$ cat config.mk
export PLATFORM = sky130hd
export DESIGN_NAME = hb_host_buffer
export DESIGN_NICKNAME = d
export VERILOG_FILES = /design/src/rtl/hb_pkg.sv /design/src/rtl/hb_host_port.sv /design/src/rtl/hb_status.sv /design/src/rtl/hb_pinfunc.sv /design/src/rtl/hb_host_buffer.sv
export SDC_FILE = /design/constraint.sdc
export NUM_CORES = 1
export LEC_CHECK = 0
export BUFFER_PORTS_ARGS = -buffer_cell sky130_fd_sc_hd__buf_2
export CAP_MARGIN = 20
export CORE_UTILIZATION = 46
export CTS_CLUSTER_DIAMETER = 40
export CTS_CLUSTER_SIZE = 10
export DETAILED_ROUTE_END_ITERATION = 8
export PLACE_DENSITY = 0.79
export RECOVER_POWER = 25
export SYNTH_ARGS = -nofsm -noshare
export SYNTH_HDL_FRONTEND = slang
export SYNTH_SLANG_ARGS = --single-unit
$ cat constraint.sdc
create_clock -name clk -period 2.75 [get_ports clk]
set_input_delay 0.1375 -clock clk [delete_from_list [all_inputs] [get_ports clk]]
set_output_delay 0.1375 -clock clk [all_outputs]
set_load 0.01 [all_outputs]
$ cat src/rtl/hb_pkg.sv
package hb_pkg;
  localparam int HB_LOW_BITS = 4;

  // pin value of the output-full interrupt function
  function automatic logic hb_obf_pin(input logic fn_on, input logic latch, input logic obf);
    return fn_on & latch & obf;
  endfunction

  // pin value of the input-ready function: inverse of the full flag
  function automatic logic hb_ibf_pin(input logic fn_on, input logic latch, input logic ibf);
    return fn_on & latch & ~ibf;
  endfunction

  // low nibble layout: F1, F0, IBF, OBF from bit 3 down to bit 0
  function automatic logic [HB_LOW_BITS-1:0] hb_low(input logic f1, input logic f0,
                                                   input logic ibf, input logic obf);
    return {f1, f0, ibf, obf};
  endfunction
endpackage

$ cat src/rtl/hb_host_port.sv
module hb_host_port #(
  parameter int DW = 8
) (
  input  logic          clk,
  input  logic          rst_n,
  input  logic          cs_n,
  input  logic          rd_n,
  input  logic          wr_n,
  input  logic          a0,
  input  logic          dack_n,
  input  logic [DW-1:0] din,
  input  logic          dma_mode,
  output logic          rd_act,
  output logic          lock,
  output logic          wr_done,
  output logic          wr_cmd,
  output logic [DW-1:0] wr_byte,
  output logic          rd_data_done,
  output logic          dack_done
);
  logic via_dack, sel, wr_act, rd_done;
  logic rd_q, wr_q, a0_rq, a0_wq, dack_q;
  logic [DW-1:0] byte_q;

  assign via_dack = dma_mode & ~dack_n;
  assign sel      = ~cs_n | via_dack;
  assign rd_act   = sel & ~rd_n;
  assign wr_act   = sel & ~wr_n;
  assign lock     = rd_act & a0;

  always_ff @(posedge clk) begin
    if (!rst_n) begin
      rd_q <= 1'b0; wr_q <= 1'b0; a0_rq <= 1'b0; a0_wq <= 1'b0;
      dack_q <= 1'b0; byte_q <= '0;
    end else begin
      rd_q <= rd_act;
      wr_q <= wr_act;
      if (rd_act) a0_rq <= a0;
      if (wr_act) begin
        a0_wq  <= a0;
        byte_q <= din;
      end
      if (rd_act | wr_act) dack_q <= via_dack;
    end
  end

  assign rd_done      = rd_q & ~rd_act;
  assign wr_done      = wr_q & ~wr_act;
  assign rd_data_done = rd_done & ~a0_rq;
  assign wr_cmd       = a0_wq;
  assign wr_byte      = byte_q;
  assign dack_done    = (rd_done | wr_done) & dack_q;
endmodule

$ cat src/rtl/hb_status.sv
module hb_status #(
  parameter int UW = 4
) (
  input  logic          clk,
  input  logic          rst_n,
  input  logic          lock,
  input  logic          host_wr_done,
  input  logic          host_wr_cmd,
  input  logic          host_rd_data_done,
  input  logic          cpu_ibuf_rd,
  input  logic          cpu_obuf_wr,
  input  logic          cpu_sts_ld,
  input  logic [UW-1:0] cpu_sts_user,
  input  logic          cpu_f0_wr,
  input  logic          cpu_f0_val,
  input  logic          cpu_f1_wr,
  input  logic          cpu_f1_val,
  output logic [UW-1:0] user,
  output logic          f1,
  output logic          f0,
  output logic          ibf,
  output logic          obf
);
  logic p_ibf_clr, p_obf_set, p_user_v, p_f0_v, p_f0, p_f1_v, p_f1;
  logic [UW-1:0] p_user;
  logic eff_ibf_clr, eff_obf_set, eff_user_v, eff_f0_v, eff_f0, eff_f1_v, eff_f1;
  logic [UW-1:0] eff_user;

  // held requests merged with this cycle's strobes; newer data wins
  always_comb begin
    eff_ibf_clr = p_ibf_clr | cpu_ibuf_rd;
    eff_obf_set = p_obf_set | cpu_obuf_wr;
    eff_user_v  = p_user_v | cpu_sts_ld;
    eff_user    = cpu_sts_ld ? cpu_sts_user : p_user;
    eff_f0_v    = p_f0_v | cpu_f0_wr;
    eff_f0      = cpu_f0_wr ? cpu_f0_val : p_f0;
    eff_f1_v    = p_f1_v | cpu_f1_wr;
    eff_f1      = cpu_f1_wr ? cpu_f1_val : p_f1;
  end

  always_ff @(posedge clk) begin
    if (!rst_n) begin
      p_ibf_clr <= 1'b0; p_obf_set <= 1'b0; p_user_v <= 1'b0; p_user <= '0;
      p_f0_v <= 1'b0; p_f0 <= 1'b0; p_f1_v <= 1'b0; p_f1 <= 1'b0;
      user <= '0; f1 <= 1'b0; f0 <= 1'b0; ibf <= 1'b0; obf <= 1'b0;
    end else if (lock) begin
      p_ibf_clr <= eff_ibf_clr;
      p_obf_set <= eff_obf_set;
      p_user_v  <= eff_user_v;
      p_user    <= eff_user;
      p_f0_v    <= eff_f0_v;
      p_f0      <= eff_f0;
      p_f1_v    <= eff_f1_v;
      p_f1      <= eff_f1;
      if (host_wr_done) begin
        ibf <= 1'b1;
        f1  <= host_wr_cmd;
      end
    end else begin
      p_ibf_clr <= 1'b0; p_obf_set <= 1'b0; p_user_v <= 1'b0;
      p_f0_v <= 1'b0; p_f1_v <= 1'b0;
      if (host_wr_done)     ibf <= 1'b1;
      else if (eff_ibf_clr) ibf <= 1'b0;
      if (eff_obf_set)            obf <= 1'b1;
      else if (host_rd_data_done) obf <= 1'b0;
      if (eff_user_v) user <= eff_user;
      if (eff_f0_v)   f0 <= eff_f0;
      if (host_wr_done)  f1 <= host_wr_cmd;
      else if (eff_f1_v) f1 <= eff_f1;
    end
  end

  AST_IBF_ON_HOST_WRITE: assert property (@(posedge clk) disable iff (!rst_n)
    host_wr_done |=> ibf);
  AST_F1_FOLLOWS_A0: assert property (@(posedge clk) disable iff (!rst_n)
    host_wr_done |=> (f1 == $past(host_wr_cmd)));
  AST_IBF_CLEARED_BY_CORE: assert property (@(posedge clk) disable iff (!rst_n)
    (cpu_ibuf_rd && !lock && !host_wr_done) |=> !ibf);
  AST_OBF_CLEARED_BY_READ: assert property (@(posedge clk) disable iff (!rst_n)
    (host_rd_data_done && !lock && !eff_obf_set) |=> !obf);
  AST_STATUS_FROZEN: assert property (@(posedge clk) disable iff (!rst_n)
    (lock && !host_wr_done) |=> $stable({user, f1, f0, ibf, obf}));
endmodule

$ cat src/rtl/hb_pinfunc.sv
module hb_pinfunc (
  input  logic clk,
  input  logic rst_n,
  input  logic cpu_flags_en,
  input  logic cpu_dma_en,
  input  logic cpu_drq_set,
  input  logic port_obf_bit,
  input  logic port_ibf_bit,
  input  logic ibf,
  input  logic obf,
  input  logic dack_done,
  output logic dma_mode,
  output logic pin_obf,
  output logic pin_ibf,
  output logic pin_drq
);
  import hb_pkg::*;
  logic flags_mode, drq;

  always_ff @(posedge clk) begin
    if (!rst_n) begin
      flags_mode <= 1'b0;
      dma_mode   <= 1'b0;
      drq        <= 1'b0;
    end else begin
      if (cpu_flags_en) flags_mode <= 1'b1;
      if (cpu_dma_en)   dma_mode   <= 1'b1;
      if (cpu_dma_en)                    drq <= 1'b0;
      else if (dma_mode && cpu_drq_set)  drq <= 1'b1;
      else if (dack_done)                drq <= 1'b0;
    end
  end

  assign pin_obf = hb_obf_pin(flags_mode, port_obf_bit, obf);
  assign pin_ibf = hb_ibf_pin(flags_mode, port_ibf_bit, ibf);
  assign pin_drq = drq;

  AST_DRQ_ONLY_IN_DMA: assert property (@(posedge clk) disable iff (!rst_n)
    pin_drq |-> dma_mode);
  AST_DRQ_DROPS_ON_REENABLE: assert property (@(posedge clk) disable iff (!rst_n)
    cpu_dma_en |=> !pin_drq);
  AST_DRQ_DROPS_AFTER_DACK: assert property (@(posedge clk) disable iff (!rst_n)
    (dack_done && !cpu_drq_set) |=> !pin_drq);
  AST_FLAG_PINS_IDLE: assert property (@(posedge clk) disable iff (!rst_n)
    !flags_mode |-> (!pin_obf && !pin_ibf));
endmodule

$ cat src/rtl/hb_host_buffer.sv
module hb_host_buffer #(
  parameter int DW = 8
) (
  input  logic          clk,
  input  logic          rst_n,
  input  logic          host_cs_n,
  input  logic          host_rd_n,
  input  logic          host_wr_n,
  input  logic          host_a0,
  input  logic          host_dack_n,
  input  logic [DW-1:0] host_din,
  output logic [DW-1:0] host_dout,
  output logic          host_doe,
  input  logic          cpu_ibuf_rd,
  output logic [DW-1:0] cpu_ibuf_data,
  input  logic          cpu_obuf_wr,
  input  logic [DW-1:0] cpu_obuf_data,
  input  logic          cpu_sts_ld,
  input  logic [DW-5:0] cpu_sts_user,
  input  logic          cpu_f0_wr,
  input  logic          cpu_f0_val,
  input  logic          cpu_f1_wr,
  input  logic          cpu_f1_val,
  input  logic          cpu_flags_en,
  input  logic          cpu_dma_en,
  input  logic          cpu_drq_set,
  input  logic          port_obf_bit,
  input  logic          port_ibf_bit,
  output logic          pin_obf,
  output logic          pin_ibf,
  output logic          pin_drq,
  output logic [DW-1:0] status
);
  import hb_pkg::*;
  localparam int UW = DW - HB_LOW_BITS;

  // named internal events
  logic ev_rd_act, ev_lock, ev_wr_done, ev_wr_cmd, ev_rd_data_done, ev_dack_done;
  logic dma_mode;
  logic [DW-1:0] wr_byte, ibuf_q, obuf_q;
  logic [UW-1:0] user;
  logic f1, f0, ibf, obf;

  hb_host_port #(.DW(DW)) u_port (
    .clk(clk), .rst_n(rst_n), .cs_n(host_cs_n), .rd_n(host_rd_n), .wr_n(host_wr_n),
    .a0(host_a0), .dack_n(host_dack_n), .din(host_din), .dma_mode(dma_mode),
    .rd_act(ev_rd_act), .lock(ev_lock), .wr_done(ev_wr_done), .wr_cmd(ev_wr_cmd),
    .wr_byte(wr_byte), .rd_data_done(ev_rd_data_done), .dack_done(ev_dack_done)
  );

  hb_status #(.UW(UW)) u_status (
    .clk(clk), .rst_n(rst_n), .lock(ev_lock), .host_wr_done(ev_wr_done),
    .host_wr_cmd(ev_wr_cmd), .host_rd_data_done(ev_rd_data_done),
    .cpu_ibuf_rd(cpu_ibuf_rd), .cpu_obuf_wr(cpu_obuf_wr), .cpu_sts_ld(cpu_sts_ld),
    .cpu_sts_user(cpu_sts_user), .cpu_f0_wr(cpu_f0_wr), .cpu_f0_val(cpu_f0_val),
    .cpu_f1_wr(cpu_f1_wr), .cpu_f1_val(cpu_f1_val),
    .user(user), .f1(f1), .f0(f0), .ibf(ibf), .obf(obf)
  );

  hb_pinfunc u_pins (
    .clk(clk), .rst_n(rst_n), .cpu_flags_en(cpu_flags_en), .cpu_dma_en(cpu_dma_en),
    .cpu_drq_set(cpu_drq_set), .port_obf_bit(port_obf_bit), .port_ibf_bit(port_ibf_bit),
    .ibf(ibf), .obf(obf), .dack_done(ev_dack_done), .dma_mode(dma_mode),
    .pin_obf(pin_obf), .pin_ibf(pin_ibf), .pin_drq(pin_drq)
  );

  always_ff @(posedge clk) begin
    if (!rst_n) begin
      ibuf_q <= '0;
      obuf_q <= '0;
    end else begin
      if (ev_wr_done)  ibuf_q <= wr_byte;
      if (cpu_obuf_wr) obuf_q <= cpu_obuf_data;
    end
  end

  assign status        = {user, hb_low(f1, f0, ibf, obf)};
  assign cpu_ibuf_data = ibuf_q;
  assign host_doe      = ev_rd_act;
  assign host_dout     = host_a0 ? status : obuf_q;

  AST_DOE_NEEDS_READ: assert property (@(posedge clk) disable iff (!rst_n)
    host_doe |-> !host_rd_n);
  AST_WRITE_LANDS_IN_IBUF: assert property (@(posedge clk) disable iff (!rst_n)
    ev_wr_done |=> (cpu_ibuf_data == $past(wr_byte)));
endmodule

# After elaboration in Yosys (flattened, before gate mapping)
# Index checks and enable logic that the tools add are counted.
classes:
  reduce_logical: 12
  n_bitwise: 30
  muxes: 16
  n_eq_ne: 1
ops:
  columns: ["op", "n"]
  rows:
  - ["two-way mux 1 bit", 14]
  - ["AND 1 bit", 12]
  - ["AND reduction 2 bit", 6]
  - ["NOT 1 bit", 10]
  - ["two-way mux 8 bit", 1]
  - ["bitwise OR 1 bit", 8]
  - ["nonzero test 2 bit", 4]
  - ["two-way mux 4 bit", 1]
  - ["inequality test 2 x 1 -> 1 bit (second input constant)", 1]
  - ["OR reduction 2 bit", 1]
  - ["logical AND 1 bit", 1]
totals:
  reg_bits: 51
  wordCells: 83
  output_inout_bits: 28

# Logic depth before layout (Yosys ltp)
# Gate-level depths: netlist of run 1.
logic_depth:
  ltp_word: 10
  mapped_depth: 7
  mapped_depth_nobuf: 5

# By module
# A second synthesis of run 1 with hierarchy kept.
hier_totals:
  cells_unflattened: 221
  area_unflattened_um2: 2233.4
modules_own_cells:
  columns: ["module", "area_per_inst_um2", "n_inst", "seq_area_each_um2", "cells_per_inst"]
  rows:
  - ["hb_status", 777.0, 1, 380.4, 85]
  - ["hb_host_buffer", 769.5, 1, 320.3, 64]
  - ["hb_host_port", 573.0, 1, 260.2, 60]
  - ["hb_pinfunc", 113.9, 1, 60.1, 12]

# Worst setup path before layout of run 1
# OpenSTA, ideal clock, no wires.
synth_timing:
  kind: "reg-to-reg"
  startpoint: "register u_pins.dma_mode"
  endpoint: "register u_port.byte_q[0], in the netlist u_port.wr_byte[0]"
  setup_ps: 116
  path_slack_ps: 1509
  path_stages_with_launch: 6
  arrival_time_ps: 1125
  n_path_buf: 1
  period_less_slack_ps: 1241
  path_cell_list: "dfxtp_1 -> nand2b_4 -> a21oi_1 -> buf_6 -> mux2i_1 -> nor2b_1"
synth_between:
  elab_chain_cells: 3
synth_rtl:
  columns: ["element", "line", "source"]
  rows:
  - ["start: declaration", "hb_pinfunc.sv:12", "output logic dma_mode,"]
  - ["start signal: assignment", "hb_pinfunc.sv:23", "dma_mode <= 1'b0;"]
  - ["start signal: assignment", "hb_pinfunc.sv:27", "if (cpu_dma_en) dma_mode <= 1'b1;"]
  - ["AND 1 bit", "hb_host_port.sv:25", "assign via_dack = dma_mode & ~dack_n;"]
  - ["bitwise OR 1 bit", "hb_host_port.sv:26", "assign sel = ~cs_n | via_dack;"]
  - ["AND 1 bit", "hb_host_port.sv:28", "assign wr_act = sel & ~wr_n;"]
  - ["end signal: assignment", "hb_host_port.sv:41", "byte_q <= din;"]
  - ["end: declaration", "hb_host_port.sv:23", "logic [DW-1:0] byte_q;"]
# No other way between the ends.
# A chain may end at the register's enable or synchronous reset.

==> results of run 1 <==
-- worst paths after layout --
kind	endpoint	cells past startpoint	slack, ns
worst max register to register	u_status.p_user[3]$_SDFFE_PN0N_	4	1.24
worst min-delay path	u_pins.flags_mode$_SDFFE_PN0P_	2	0.04
worst max-delay path	u_status.f1$_SDFFE_PN0P_	4	0.89
worst min register to register	u_pins.pin_drq$_SDFFE_PP0P_	1	0.44
-- where the power goes --
part	internal, uW	switching (uW)
Combinational	90.5	91.0
Clock	363	228
Sequential	771	19.9
-- synthesized netlist by cell type (2+ instances only) --
master | n | area share, %
nor2_1 | 12 | 2.1
o21a_1 | 3 | 1.0
nor2b_1 | 27 | 7.7
and2_1 | 3 | 0.86
buf_6 | 3 | 1.5
o21ai_0 | 12 | 2.8
or3_1 | 5 | 1.4
a21oi_1 | 6 | 1.4
inv_1 | 2 | 0.34
clkbuf_1 | 7 | 1.2
o31ai_1 | 2 | 0.69
a21boi_0 | 5 | 1.7
dfxtp_1 | 51 | 47
nand2_1 | 7 | 1.2
buf_4 | 6 | 2.1
mux2i_1 | 31 | 14
nand4_1 | 4 | 1.1
mux2_2 | 8 | 4.1
-- per-stage QoR --
step | instances | util [%]
after floorplan | 213 | -
after global placement | 316 | 55.8
after detailed placement | 316 | 55.8
after CTS | 324 | 58.8
after global routing | 324 | 58.4
final | 324 | 58.4
-- sequential cells by signal, indices dropped and copies added, names as in the netlist, 4 cells and up --
name	cells
cpu_ibuf_data	8
u_port.wr_byte	8
obuf_q	8
u_status.p_user	4
u_status.user	4
-- critical path, delay by kind of cell --
kind | cells | cell delay [ns]
buffers and inverters | 2 | 1.50
AO/OA/AOI/OAI | 2 | 0.42
-- cell type report --
type | count | area share [%]
timing repair buffer | 68 | 12.7
clock buffer | 6 | 2.80
tap | 52 | 2.51
sequential | 51 | 39.3
multi-input combinational | 143 | 40.1
clock inverter | 2 | 2.31
inverter | 2 | 0.289
-- kinds of logic after synthesis --
logic type             count (synthesis)  synth area share, %
AND/OR/NAND/NOR                       68                 17.9
flip-flops                            51                 46.8
multiplexers                          39                 18.4
AO/OA/AOI/OAI                         36                 11.5
buffers and inverters                 19                 5.40
-- layer usage --
layer | track usage, % | vias to the layer above | share of wire [%]
met5 | 0 | - | 0
met4 | 8.22 | 0 | 1.8
met3 | 2.99 | 9 | 3.5
met2 | 27.0 | 48 | 45
met1 | 22.4 | 737 | 49
li1 | - | 850 | -
==> results.ini, run 1 <==
[timing]
fin_setup_tns_ns = 0
period_share_pct = 67.6
rsz0062_at_grt = no
period_needed_ns = 1.86
holdWs_ns = 0.0351
tightest_slew_ns = 1.14
setup_viol = 0
clock.fmax_ghz = 0.538
max-slew-margin-rel_pct = 24.0
hold_viol = 0
drv_slew = 0
clock_skew_ns = 0.00222
worst_slack_ns = 0.892

[critical_path]
cp_slowest_cell = clkbuf_1
critical_path.startpoint_type = input pin
cp-end-kind = flip-flop
slowest_delay_ns = 0.91
cp_max_fo = 33
r2r_start = u_pins.dma_mode$_SDFFE_PN0P_
worstPathArrival_ns = 2.07
crit_type = in2reg
cp_data_required_time_ns = 2.96
cp-startpoint = rst_n
worstPathCellList = clkbuf_1 -> clkbuf_1 -> o31ai_1 -> o31ai_1

[synthesis]
ys_async_sr_fraction_pct = 0
yosysSeqAreaShare_pct = 46.8
synthFlopType = dfxtp_1
syn_area_mm2 = 0.00218
ys_ff_latch = 51
synth_edf_count = 0
ys_types = 37
syn-num-nets = 252
synthCells = 213
avgSynthCellArea_um2 = 10.2
ys.warnings.count = 0

[clock_tree]
post_cts_resized = 0
cts_made_buffers = 5
clock_sinks = 51
cts_max_level = 2
post_cts_buffers = 0
path_clk_slew_ns = 0.09
cts_buffer_depth = 2
clkLatencyLatePin_ns = 0.29
cts-root-buf = clkbuf_8
cts_tree = yes
hold_buffers = 0

[finish]
diodes = 0
design_area_mm2 = 0.00260
syn2layout_area_growth_pct = 19.1
num-fill-cells = 408
mostFrequentLayoutCell = buf_2
drive_above_1_share_pct = 29.0
final_cell_mix = buf_2, dfxtp_1, mux2i_1, nor2b_1
multi_input_area_mm2 = 0.00104
fin_nets = 310
seq_area_mm2 = 0.00102

[drt]
firstDrtPassIters = 6
ant_nets = 0
drt_iter0_markers = 78
vias_per_cell = 5.07
drc = 0
routed_wl_um = 4180
vias = 1644
wl_per_cell_um = 12.9

[pwr]
peakVddDrop_mv = 0.300
leakagePower_uw = 0.00114
power.total_uw = 1560
power-per-cell-area_mw_per_mm2 = 602

[global_route]
gr-total-overflow = 0
grtUsageTotal_pct = 17.0
grt_pass1_wl_um = 6730
grt_pass1_vias = 1455
antenna_found_initial = 0
grt_max_degree = 34

[hold_path]
worstHoldStart = cpu_flags_en
min_path_type = in2reg

[die]
die_x_um = 70.8
dieArea_mm2 = 0.00502
fp.coreArea_mm2 = 0.00444
initial_utilization_pct = 49.0
rows = 24
ioPinCount = 67
die_h_um = 70.8

[placement]
post_dp_cell_area_mm2 = 0.00248
io_buffers = 66
gp_congestion = 0.702
dp_hpwl_um = 2940
dpl_worst_slack_ns = 1.25

[outcome]
status = complete, no violations

[job]
cap_viol_max_count = 0

(Power assumes the default switching activity.)
==> inputs of run 2 (changes only) <==
- ABC_AREA: default -> 1
- PLACE_DENSITY: 0.79 -> 0.8
- clock period: 2.75 -> 1.92 ns (I/O delays scaled with it)
==> results.ini, run 2 <==
[hold_path]
min_path_type = in2reg
worstHoldStart = cpu_obuf_data[1]

[critical_path]
r2r_start = u_pins.dma_mode$_SDFFE_PN0P_
cp_max_fo = 11
path_buf_inv = 1
cp_data_required_time_ns = 2.16
worstPathArrival_ns = 1.74
crit_type = reg2reg
path_common_cell = nand2_1
cp-startpoint = u_pins.dma_mode$_SDFFE_PN0P_
cp_slowest_cell = dfxtp_1
cp-end-kind = flip-flop
slowest_delay_ns = 0.35
critical_path.startpoint_type = flip-flop
cp_top_family = simple AND/OR/NAND/NOR gates
worstPathCellList = nand2_1 -> nand2_1 -> nand2_2 -> inv_1 -> nor2_1 -> or2_1 -> a21oi_1

[timing]
tightest_slew_ns = 0.369
max-slew-margin-rel_pct = 75.4
period_share_pct = 78.5
rsz0062_at_grt = no
drv_slew = 0
setup_viol = 0
worst_slack_ns = 0.413
fin_setup_tns_ns = 0
clock_skew_ns = 0.00381
hold_viol = 0
clock.fmax_ghz = 0.663
period_needed_ns = 1.51

[clock_tree]
cts_tree = yes
cts_made_buffers = 5
clock_sinks = 51
cts_max_level = 2
cts-root-buf = clkbuf_8
clkLatencyLatePin_ns = 0.30
path_clk_slew_ns = 0.08
cts_buffer_depth = 2

[finish]
mostFrequentLayoutCell = buf_2
final_cell_mix = buf_2, dfxtp_1, o21ai_0, nand2_1, nor2_1
fin_util_pct = 59.1
fin_cells = 373
drive_above_1_share_pct = 23.2
fin_nets = 361
seq_area_mm2 = 0.00102
num-fill-cells = 375
multi_input_area_um2 = 782
diodes = 0
syn2layout_area_growth_pct = 21.0

[pwr]
leakagePower_uw = 0.00114
power.total_uw = 2160
power-per-cell-area_mw_per_mm2 = 896
peakVddDrop_mv = 0.557

[drt]
firstDrtPassIters = 7
ant_nets = 0
top_layer_used = met4
drt_iter0_markers = 118
vias_per_cell = 4.88
wl_met3_um = 222
routed_wl_um = 4000
wl_met1_um = 1890
drc = 0
vias = 1822
wl_met2_um = 1840
wl_per_cell_um = 10.7

[global_route]
grt_pass1_wl_um = 6280
grtUsageTotal_pct = 18.4
grt_pass1_vias = 1505
gr-total-overflow = 0
grt_max_degree = 36
antenna_found_initial = 0

[synthesis]
syn_area_mm2 = 0.00200
ys_async_sr_fraction_pct = 0
ys_types = 22
yosysTopAreaCell = dfxtp_1
avgSynthCellArea_um2 = 7.62
yosysMostFrequentCell = dfxtp_1
synth_top_cells_by_count = dfxtp_1, o21ai_0, nor2_1
synth_top_family_by_area = compound AO/OA/AOI/OAI gates
yosysSeqAreaShare_pct = 51.2
synthFlopType = dfxtp_1
syn-num-nets = 301
synthXorXnorAreaFrac_pct = 0
synthTopCellsByArea = dfxtp_1, o21ai_0, nor2_1
yosys.area_share.simple_pct = 18.7
synth_top_area_share_pct = 51.2
synthAdderAreaFrac_pct = 0
ys.warnings.count = 0
synth_edf_count = 0
synthMuxAreaShare_pct = 0.502
synthCells = 262
ys_ff_latch = 51
synth_compound_area_share_pct = 20.1

[placement]
dp_hpwl_um = 2940
gp_congestion = 0.751
io_buffers = 66
dpl_worst_slack_ns = 0.486
dp_cells = 364

[die]
ioPinCount = 67
die_x_um = 67.9
fp.coreArea_mm2 = 0.00409
rows = 23
initial_utilization_pct = 48.8
dieArea_mm2 = 0.00461
die_h_um = 67.9

[job]
cap_viol_max_count = 0

[outcome]
status = complete, no violations

## run 2: changes by cell type after synthesis, moves of 5 or more
| cell | delta |
|---|---|
| a21boi_0 | -5 |
| inv_1 | +21 |
| mux2_2 | -8 |
| nand2_1 | +32 |
| mux2i_1 | -30 |
| or3_1 | -5 |
| o21ai_0 | +34 |
| a21oi_1 | +23 |
| nor2_1 | +28 |
| nor2b_1 | -27 |
## run 2: worst paths after layout
| path | endpoint | slack [ns] | cells after the start |
|---|---|---|---|
| max | u_port.dack_q$_SDFFE_PN0P_ | 0.41 | 7 |
| min | obuf_q[1]$_SDFFE_PN0P_ | 0.02 | 3 |
| max reg2reg | u_port.dack_q$_SDFFE_PN0P_ | 0.41 | 7 |
| min reg2reg | u_status.p_f1$_SDFFE_PN0N_ | 0.45 | 2 |
## run 2: worst min-delay path, stage by stage
cell    delay, ns
buf_2        0.07
nor2_1       0.03
nor2_1       0.08
## run 2: where the power goes
| group | switching, uW | internal [uW] | total (uW) | leakage [uW] |
|---|---|---|---|---|
| logic | 157 | 106 | 263 | 0.000664 |
| registers | 29.3 | 1120 | 1150 | 0.000419 |
| clock network | 331 | 422 | 752 | 0.0000612 |
## run 2: timing repair
| action | in CTS | in global routing |
|---|---|---|
| hold buffers | 1 | 0 |
| buffers inserted | 0 | 0 |
| endpoints found under the hold margin | 1 | 0 |
| gates resized for setup | 0 | 0 |
## run 2: area by class of cell
cell class              instances  area share [%]
flip-flops and latches         51            42.3
clock buffers                   6            3.42
clock inverters                 2            1.45
inverters                      25            3.89
well taps                      50            2.59
multi-input cells             171            32.4
repair buffers                 68            14.0
## run 2: stage by stage
stage / hold WS (ns) / instance area (um^2)
finish: 0.0188 / 2410
global route: 0.0249 / 2410
CTS: 0.00878 / 2430
detailed placement: 0.312 / 2300
global placement: 0.302 / 2300
floorplan: 0.212 / 2000
## run 2: cells by family (layout without fill, tap and decap cells)
group | after synthesis | after routing
simple gates | 91 | 91
compound gates | 79 | 79
flops | 51 | 51
buf+inv | 40 | 101
mux | 1 | 1
## run 2: per-layer routing
metal,up-vias,global-route usage [%]
met5,-,0
met4,0,7.81
met3,5,4.67
met2,50,31.2
met1,806,21.9
li1,961,-
